File: config.mk
export PLATFORM = sky130hd
export DESIGN_NAME = mw_uop_seq
export DESIGN_NICKNAME = d
export VERILOG_FILES = /design/src/rtl/mw_seq_pkg.sv /design/src/rtl/mw_len_calc.sv /design/src/rtl/mw_step_gen.sv /design/src/rtl/mw_uop_seq.sv
export SDC_FILE = /design/constraint.sdc
export NUM_CORES = 1
export LEC_CHECK = 0
export BUFFER_PORTS_ARGS = -buffer_cell sky130_fd_sc_hd__buf_2
export CAP_MARGIN = 20
export CORE_MARGIN = 1
export CORE_UTILIZATION = 58
export DETAILED_ROUTE_END_ITERATION = 12
export GPL_ROUTABILITY_DRIVEN = 0
export GPL_TIMING_DRIVEN = 0
export PLACE_DENSITY = 0.83
export SLEW_MARGIN = 20
export SYNTH_ARGS = -nofsm -noshare
export SYNTH_HDL_FRONTEND = slang
export SYNTH_HIERARCHICAL = 1
export SYNTH_SLANG_ARGS = --single-unit
File: constraint.sdc
create_clock -name clk -period 4 [get_ports clk]
set_input_delay 0.4 -clock clk [delete_from_list [all_inputs] [get_ports clk]]
set_output_delay 0.4 -clock clk [all_outputs]
set_load 0.03 [all_outputs]
File: src/rtl/mw_seq_pkg.sv
package mw_seq_pkg;

  typedef enum logic [2:0] {
    CLS_LDM   = 3'd0,
    CLS_STM   = 3'd1,
    CLS_LD    = 3'd2,
    CLS_ST    = 3'd3,
    CLS_MOVD  = 3'd4,
    CLS_OTHER = 3'd5
  } cls_e;

  typedef enum logic [2:0] {
    OP_LDW  = 3'd0,
    OP_STW  = 3'd1,
    OP_BWB  = 3'd2,
    OP_ADDR = 3'd3,
    OP_MOVE = 3'd4,
    OP_PASS = 3'd5
  } op_e;

  function automatic cls_e to_cls(input logic [2:0] raw);
    case (raw)
      3'd0: to_cls = CLS_LDM;
      3'd1: to_cls = CLS_STM;
      3'd2: to_cls = CLS_LD;
      3'd3: to_cls = CLS_ST;
      3'd4: to_cls = CLS_MOVD;
      default: to_cls = CLS_OTHER;
    endcase
  endfunction

endpackage

File: src/rtl/mw_len_calc.sv
module mw_len_calc
  import mw_seq_pkg::*;
#(
  parameter int MAX_WORDS = 16,
  parameter int CNT_W     = $clog2(MAX_WORDS + 1),
  parameter int STEP_W    = $clog2(MAX_WORDS + 3)
) (
  input  cls_e              cls,
  input  logic [CNT_W-1:0]  cnt,
  input  logic              upd,
  input  logic              regoff,
  input  logic              dword,
  output logic [STEP_W-1:0] words,
  output logic              pre,
  output logic [STEP_W-1:0] total
);

  logic wb;

  always_comb begin
    case (cls)
      CLS_LDM, CLS_STM: begin
        if (cnt == '0)
          words = STEP_W'(1);
        else if (int'(cnt) > MAX_WORDS)
          words = STEP_W'(MAX_WORDS);
        else
          words = STEP_W'(cnt);
      end
      CLS_LD, CLS_ST: words = dword ? STEP_W'(2) : STEP_W'(1);
      CLS_MOVD:       words = STEP_W'(2);
      default:        words = STEP_W'(1);
    endcase
    pre   = (cls == CLS_ST) && regoff;
    wb    = upd && ((cls == CLS_LDM) || (cls == CLS_STM) ||
                    (cls == CLS_LD)  || (cls == CLS_ST));
    total = words + STEP_W'(pre) + STEP_W'(wb);
  end

endmodule

File: src/rtl/mw_step_gen.sv
module mw_step_gen
  import mw_seq_pkg::*;
#(
  parameter int REG_W  = 5,
  parameter int IDX_W  = 4,
  parameter int STEP_W = 5
) (
  input  cls_e              cls,
  input  logic [REG_W-1:0]  rd,
  input  logic [REG_W-1:0]  base,
  input  logic [STEP_W-1:0] words,
  input  logic              pre,
  input  logic [STEP_W-1:0] total,
  input  logic [STEP_W-1:0] step,
  output op_e               op,
  output logic [REG_W-1:0]  rg,
  output logic [IDX_W-1:0]  idx,
  output logic              first,
  output logic              last,
  output logic              fwd
);

  logic [STEP_W-1:0] wstep;

  always_comb begin
    wstep = step - STEP_W'(pre);
    op    = OP_PASS;
    rg    = rd;
    idx   = '0;
    fwd   = 1'b0;
    case (cls)
      CLS_LDM, CLS_LD: begin
        if (step < words) begin
          op  = OP_LDW;
          rg  = rd + REG_W'(step);
          idx = IDX_W'(step);
          fwd = (step == words - STEP_W'(1));
        end else begin
          op = OP_BWB;
          rg = base;
        end
      end
      CLS_STM, CLS_ST: begin
        if (pre && (step == '0)) begin
          op = OP_ADDR;
          rg = base;
        end else if (wstep < words) begin
          op  = OP_STW;
          rg  = rd + REG_W'(wstep);
          idx = IDX_W'(wstep);
        end else begin
          op = OP_BWB;
          rg = base;
        end
      end
      CLS_MOVD: begin
        op  = OP_MOVE;
        rg  = {rd[REG_W-1:1], step[0]};
        idx = IDX_W'(step);
      end
      default: begin
        op = OP_PASS;
        rg = rd;
      end
    endcase
    first = (step == '0);
    last  = (step == total - STEP_W'(1));
  end

endmodule

File: src/rtl/mw_uop_seq.sv
module mw_uop_seq
  import mw_seq_pkg::*;
#(
  parameter int REG_W     = 5,
  parameter int MAX_WORDS = 16,
  parameter int CNT_W     = $clog2(MAX_WORDS + 1),
  parameter int IDX_W     = $clog2(MAX_WORDS)
) (
  input  logic               clk,
  input  logic               rst,
  input  logic               in_valid,
  output logic               in_ready,
  input  logic [2:0]         in_cls,
  input  logic [REG_W-1:0]   in_rd,
  input  logic [REG_W-1:0]   in_base,
  input  logic [CNT_W-1:0]   in_cnt,
  input  logic               in_upd,
  input  logic               in_regoff,
  input  logic               in_dword,
  output logic               uop_valid,
  input  logic               uop_ready,
  output logic [2:0]         uop_op,
  output logic [REG_W-1:0]   uop_reg,
  output logic [IDX_W-1:0]   uop_idx,
  output logic [IDX_W+1:0]   uop_ofs,
  output logic               uop_first,
  output logic               uop_last,
  output logic               uop_fwd,
  output logic               busy
);

  localparam int STEP_W = $clog2(MAX_WORDS + 3);

  cls_e              in_cls_e;
  logic [STEP_W-1:0] n_words, n_total;
  logic              n_pre;

  cls_e              cls_q;
  logic [REG_W-1:0]  rd_q, base_q;
  logic [STEP_W-1:0] words_q, total_q, step_q;
  logic              pre_q, busy_q;

  cls_e              g_cls;
  logic [REG_W-1:0]  g_rd, g_base;
  logic [STEP_W-1:0] g_words, g_total, g_step;
  logic              g_pre;

  op_e               g_op;
  logic [REG_W-1:0]  g_rg;
  logic [IDX_W-1:0]  g_idx;
  logic              g_first, g_last, g_fwd;

  logic take, fire;

  assign in_cls_e = to_cls(in_cls);
  assign take     = in_valid && !busy_q;
  assign fire     = busy_q && uop_ready;

  mw_len_calc #(
    .MAX_WORDS (MAX_WORDS),
    .CNT_W     (CNT_W),
    .STEP_W    (STEP_W)
  ) len_i (
    .cls    (in_cls_e),
    .cnt    (in_cnt),
    .upd    (in_upd),
    .regoff (in_regoff),
    .dword  (in_dword),
    .words  (n_words),
    .pre    (n_pre),
    .total  (n_total)
  );

  always_comb begin
    if (take) begin
      g_cls   = in_cls_e;
      g_rd    = in_rd;
      g_base  = in_base;
      g_words = n_words;
      g_pre   = n_pre;
      g_total = n_total;
      g_step  = '0;
    end else begin
      g_cls   = cls_q;
      g_rd    = rd_q;
      g_base  = base_q;
      g_words = words_q;
      g_pre   = pre_q;
      g_total = total_q;
      g_step  = step_q + STEP_W'(1);
    end
  end

  mw_step_gen #(
    .REG_W  (REG_W),
    .IDX_W  (IDX_W),
    .STEP_W (STEP_W)
  ) gen_i (
    .cls   (g_cls),
    .rd    (g_rd),
    .base  (g_base),
    .words (g_words),
    .pre   (g_pre),
    .total (g_total),
    .step  (g_step),
    .op    (g_op),
    .rg    (g_rg),
    .idx   (g_idx),
    .first (g_first),
    .last  (g_last),
    .fwd   (g_fwd)
  );

  always_ff @(posedge clk) begin
    if (rst) begin
      busy_q    <= 1'b0;
      cls_q     <= CLS_OTHER;
      rd_q      <= '0;
      base_q    <= '0;
      words_q   <= '0;
      pre_q     <= 1'b0;
      total_q   <= '0;
      step_q    <= '0;
      uop_op    <= 3'd0;
      uop_reg   <= '0;
      uop_idx   <= '0;
      uop_ofs   <= '0;
      uop_first <= 1'b0;
      uop_last  <= 1'b0;
      uop_fwd   <= 1'b0;
    end else if (take || (fire && !uop_last)) begin
      busy_q    <= 1'b1;
      cls_q     <= g_cls;
      rd_q      <= g_rd;
      base_q    <= g_base;
      words_q   <= g_words;
      pre_q     <= g_pre;
      total_q   <= g_total;
      step_q    <= g_step;
      uop_op    <= g_op;
      uop_reg   <= g_rg;
      uop_idx   <= g_idx;
      uop_ofs   <= {g_idx, 2'b00};
      uop_first <= g_first;
      uop_last  <= g_last;
      uop_fwd   <= g_fwd;
    end else if (fire) begin
      busy_q <= 1'b0;
    end
  end

  assign busy      = busy_q;
  assign uop_valid = busy_q;
  assign in_ready  = !busy_q;

endmodule

==> impl_metrics.yaml, run 1 <==
outcome:
  outcome: "complete, no violations"
worst_hold_path:
  min_path_type: "input pin to flop"
  hp-start: "uop_ready"
setup_path:
  crit_path_start_kind: "flop"
  path_cells: "nor2b_1 > buf_6 > buf_6 > buf_4 > nor2_4 > inv_1 > ha_1 > ha_1 > or2b_1 > nand2_1 > ha_1 > a21o_1 > a31oi_1 > o21a_2 > and3_4 > a222oi_1 > a21oi_1 > o21ai_0 > a21oi_1"
  cpPeakStageDelay_ps: 390
  crit_top_cell: "ha_1"
  critPathTopFamily: "compound AO/OA/AOI/OAI gates"
  end_kind: "flop"
  worstReg2RegStart: "busy"
  critPathMaxFanout: 10
  crit_type: "flop to flop"
  worstPathRequired_ps: 4240
  crit_start: "busy"
  cp_slowest_cell: "dfxtp_2"
  ff2ff_setup_slack_ps: 200
  arrival_ps: 4040
  worst-path-buf-inv: 4
global_routing:
  gr-total-overflow: 0
  antenna_found_initial: 0
  grt_max_degree: 15
  grt_pass1_wl_mm: 12.8
  grt.total_usage_pct: 26.7
  grt_pass1_vias: 2745
die:
  die_w_um: 78.0
  ios: 49
  start_util_pct: 60.4
  rows: 27
  core_sq_um: 5540
  dieArea_sq_um: 6080
  die_y_um: 78.0
synth:
  synthFlopType: "dfxtp_1"
  synthCells: 374
  ys_warn_count: 6
  synthDistinctLibCells: 57
  syn_area_sq_um: 3350
  ys_seq_elements: 45
  synth-edff-count: 0
  async_flop_share_pct: 0
  syn_avg_cell_area_sq_um: 8.95
  ys_seq_area_share_pct: 26.9
drt:
  vias_per_cell: 5.84
  drc: 0
  dr_total_vias: 2920
  wl_per_cell_um: 16.0
  antenna_left: 0
  drtPass1Iterations: 7
  drtIter0Drc: 301
  totalWireLength_mm: 8.00
timing:
  drv_slew: 0
  hold_violations: 0
  rsz0062_at_grt: "no"
  finalClockSkew_ps: 8.97
  setup_violations: 0
  max_clock_freq_mhz: 263
  relSlewSlack_pct: 34.5
  fin_crit_ps: 3800
  worstMarginPinSlew_ps: 973
  min_period_over_period_pct: 95.0
clock_network:
  clock_latency_ps: 310
  path_clk_slew_ps: 90
  cts-buffers-inserted: 5
  cts_sinks: 45
  clockBufferDepth: 2
  htree_levels: 2
  cts_root_buffer: "clkbuf_8"
  tritoncts: "yes"
  cts_hold_buffers: 0
  postCtsSetupBuffers: 0
finish:
  regArea_sq_um: 902
  drive_gt1_share_pct: 25.7
  multi_input_area_sq_um: 2210
  mostFrequentLayoutCells: "buf_2 (48), dfxtp_1 (44), a21oi_1 (31), nor2b_1 (26), ha_1 (23)"
  syn_to_final_growth_pct: 13.4
  stdcell_count: 500
  diodes: 0
  nNetsFinal: 478
  fill_cells: 464
  final_area_sq_um: 3800
  layout_commonest_cell: "buf_2"
power:
  p_seq_share_pct: 38.8
  power_density_nw_per_um2: 330
  switchingPower_w: 0.000412
  pwr-share-comb_pct: 33.3
  leakagePower_nw: 1.73
  pwr-share-clk_pct: 27.8
  power.share.switching_pct: 32.9
  ir_worst_vdd_mv: 0.192
  intPower_w: 0.000839
placement:
  dpl-instance-area_sq_um: 3670
  hpwl_mm: 6.02
  place_inst: 492
  io_buffer_count: 45
run:
  maxCapViolations: 0
[through the flow]
step                      power, W  setup TNS [ps]  setup WS, ps  util (%)  hold WS, ps
final                      0.00125               0           198      68.5          412
after floorplan           0.000802               0           153         -          436
after global placement    0.000883           -1610          -288      66.2          445
after detailed placement  0.000894           -2050          -358      66.2          455
after global routing       0.00130               0          17.0      68.5          428
after CTS                  0.00124               0          49.8      68.3          423
[logic make-up (layout without fill, tap and decap cells)]
group           Yosys count  count (layout)  share of synthesized area (%)
buf+inv                  48             101                           7.66
fa+ha+maj                26              26                           10.4
simple gates            117             117                           20.9
other cells               1               2                          0.112
compound gates           87              87                           17.1
xor+xnor                 25              25                           6.54
mux                      25              25                           10.4
flops                    45              45                           26.9
[final cells by class]
cell class / instances / area share, %
Clock buffer: 6 / 1.91
Timing Repair Buffer: 45 / 5.93
Multi-Input combinational cell: 282 / 58.2
Clock inverter: 2 / 1.02
Tap cell: 72 / 2.37
Buffer: 31 / 5.14
Sequential cell: 45 / 23.8
Inverter: 17 / 1.68
[worst register-to-register path, cell delays in order, from the launching register on]
cell and delay (ps):
dfxtp_2 390, nor2b_1 70, buf_6 140, buf_6 160, buf_4 180, nor2_4 200
inv_1 130, ha_1 210, ha_1 210, or2b_1 250, nand2_1 100, ha_1 250
a21o_1 180, a31oi_1 150, o21a_2 270, and3_4 250, a222oi_1 80, a21oi_1 250
o21ai_0 120, a21oi_1 160
[Yosys cell counts, types with 12 or more instances]
cell type | count | area share [%]
a21oi_1 | 31 | 4.6
clkbuf_1 | 13 | 1.5
dfxtp_1 | 45 | 27
ha_1 | 23 | 8.6
inv_1 | 17 | 1.9
mux2_4 | 18 | 8.1
nand2_1 | 13 | 1.5
nand3_1 | 21 | 3.1
nor2_1 | 12 | 1.3
nor2b_1 | 26 | 4.9
o21ai_0 | 16 | 2.4
xnor2_1 | 16 | 4.2
[layer usage]
layer  GRT usage [%]  vias up  share of wire (%)
met4            11.3        0                2.1
met1            33.6     1344                 44
met3            3.41       24                6.8
li1                -     1416                  -
met2            45.6      136                 48
met5               0        -                  0
[what timing repair did]
action	4_1_cts	5_1_grt
gates resized for setup	3	4
endpoints found under the setup margin	9	6
gates cloned	0	0
[power groups by stage]
stage | Clock [W] | Sequential, W | Combinational (W)
2_1_floorplan | 0 | 0.000517 | 0.000285
3_3_place_gp | 0 | 0.000495 | 0.000388
3_5_place_dp | 0 | 0.000496 | 0.000398
4_1_cts | 0.000350 | 0.000486 | 0.000406
5_1_grt | 0.000369 | 0.000489 | 0.000446
6_report | 0.000348 | 0.000486 | 0.000417
[final timing paths]
path / end / cells after the start
worst max-delay path: uop_reg[0] / 19
worst min-delay path: busy / 3
worst max register to register: uop_reg[0] / 19
worst min register to register: uop_op[0] / 2
(Power assumes the default switching activity.)
==> run 2: changes to the inputs <==
- CORE_UTILIZATION: 58 -> 50
- PLACE_DENSITY: 0.83 -> 0.73
==> impl_metrics.yaml, run 2 (synthesized netlist as in run 1, its figures left out) <==
timing:
  hold_violations: 0
  max_clock_freq_mhz: 265
  worstMarginPinSlew_ps: 946
  drv_slew: 0
  tns_ps: 0
  min_period_over_period_pct: 94.4
  relSlewSlack_pct: 36.4
  finalClockSkew_ps: 5.96
  setup_violations: 0
  fin_crit_ps: 3780
  hold_ws_ps: 405
setup_path:
  cpPeakStageDelay_ps: 360
  worst-path-buf-inv: 3
  arrival_ps: 3960
  cp_slowest_cell: "dfxtp_2"
  worstReg2RegStart: "busy"
  critPathTopFamily: "compound AO/OA/AOI/OAI gates"
  end_kind: "flop"
  crit_type: "flop to flop"
  crit_start: "busy"
  crit_path_start_kind: "flop"
  critPathMaxFanout: 10
  crit_top_cell: "ha_1"
  worstPathRequired_ps: 4180
  path_cells: "nor2b_1 > buf_6 > buf_8 > mux2_4 > ha_1 > ha_1 > or2b_1 > nand2_1 > ha_1 > a21o_1 > a31oi_1 > o21a_2 > buf_4 > a311oi_4 > and2_1 > o22a_2 > o21ai_0 > a21oi_1"
finish:
  drive_gt1_share_pct: 26.9
  nNetsFinal: 485
  mostFrequentLayoutCells: "buf_2 (49), dfxtp_1 (44), a21oi_1 (31), nor2b_1 (26), ha_1 (23)"
  diodes: 0
  fill_cells: 578
  layout_commonest_cell: "buf_2"
  stdcell_count: 512
  final_area_sq_um: 3830
  syn_to_final_growth_pct: 14.4
power:
  pwr-share-clk_pct: 23.1
  power_density_nw_per_um2: 309
  intPower_w: 0.000784
  p_seq_share_pct: 41.0
  power_w: 0.00118
  ir_worst_vdd_mv: 0.163
  pwr-share-comb_pct: 35.9
  switchingPower_w: 0.000400
  power.share.switching_pct: 33.8
  leakagePower_nw: 1.75
die:
  die_w_um: 83.8
  start_util_pct: 52.1
  die_y_um: 83.8
  dieArea_sq_um: 7020
  ios: 49
  core_sq_um: 6420
  rows: 29
global_routing:
  grt_pass1_vias: 2684
  gr-total-overflow: 0
  antenna_found_initial: 0
  grt_pass1_wl_mm: 12.6
  grt_max_degree: 14
  grt.total_usage_pct: 22.3
placement:
  hpwl_mm: 5.92
  dpl-instance-area_sq_um: 3670
  io_buffer_count: 45
  place_inst: 497
drt:
  drtPass1Iterations: 8
  dr_total_vias: 2864
  antenna_left: 0
  vias_per_cell: 5.59
  drc: 1
  wl_per_cell_um: 15.0
  totalWireLength_mm: 7.70
  drtIter0Drc: 120
clock_network:
  clock_latency_ps: 300
  cts_hold_buffers: 0
  cts_sinks: 45
  tritoncts: "yes"
  cts-buffers-inserted: 5
  htree_levels: 2
  path_clk_slew_ps: 80
  cts_root_buffer: "clkbuf_8"
  clockBufferDepth: 2
worst_hold_path:
  hp-start: "uop_ready"
  min_path_type: "input pin to flop"
outcome:
  outcome: "finished with violations"
  violations: "design-rule violations"
run:
  maxCapViolations: 0
run 2: layer usage:
metal  GRT usage [%]  share of wire (%)  vias to the layer above
met3            3.76                4.6                       17
met5               0                  0                        -
met4            8.78                2.6                        0
met2            36.4                 46                       84
li1                -                  -                     1436
met1            29.4                 47                     1327
run 2: what timing repair did:
action	CTS	global route
hold endpoints to repair	0	0
setup buffers	0	7
pin swaps	0	4
endpoints found under the setup margin	9	7
gates resized for setup	4	5
run 2: final timing paths:
check             cells after the start  slack (ps)    endpoint
setup / recovery                     18         220  uop_reg[3]
hold / removal                        3         410        busy
setup reg to reg                     18         220  uop_reg[3]
hold reg to reg                       2         460  uop_reg[1]
run 2: per-stage QoR:
stage          setup slack, ps  utilization, %
6_report                   222            59.6
5_1_grt                  -4.70            59.6
4_1_cts                   25.4            58.6
3_5_place_dp              -524            57.2
3_3_place_gp              -436            57.2
2_1_floorplan              153               -
run 2: layout make-up:
type                            count  area, sq um  area share (%)
Multi-Input combinational cell    282         2210            57.7
Sequential cell                    45          902            23.6
Timing Repair Buffer               52          278            7.25
Buffer                             31          196            5.13
Tap cell                           77         96.3            2.52
Clock buffer                        6         72.6            1.90
Inverter                           17         63.8            1.67
Clock inverter                      2         10.0           0.261
run 2: power groups by stage:
| stage | Sequential, W | Combinational, W | Clock, W |
|---|---|---|---|
| final | 0.000486 | 0.000425 | 0.000274 |
| after detailed placement | 0.000496 | 0.000399 | 0 |
| after floorplan | 0.000517 | 0.000285 | 0 |
| after global placement | 0.000495 | 0.000392 | 0 |
| after CTS | 0.000486 | 0.000405 | 0.000280 |
| after global routing | 0.000489 | 0.000464 | 0.000295 |
run 2: worst register-to-register path, delay by kind of cell, from the launching register on:
family	cells	cell delay [ps]
AO/OA/AOI/OAI	7	1060
AND/OR/NAND/NOR	4	730
adder cells (fa/ha/maj)	3	710
buffers and inverters	3	460
flip-flops	1	360
multiplexers	1	350
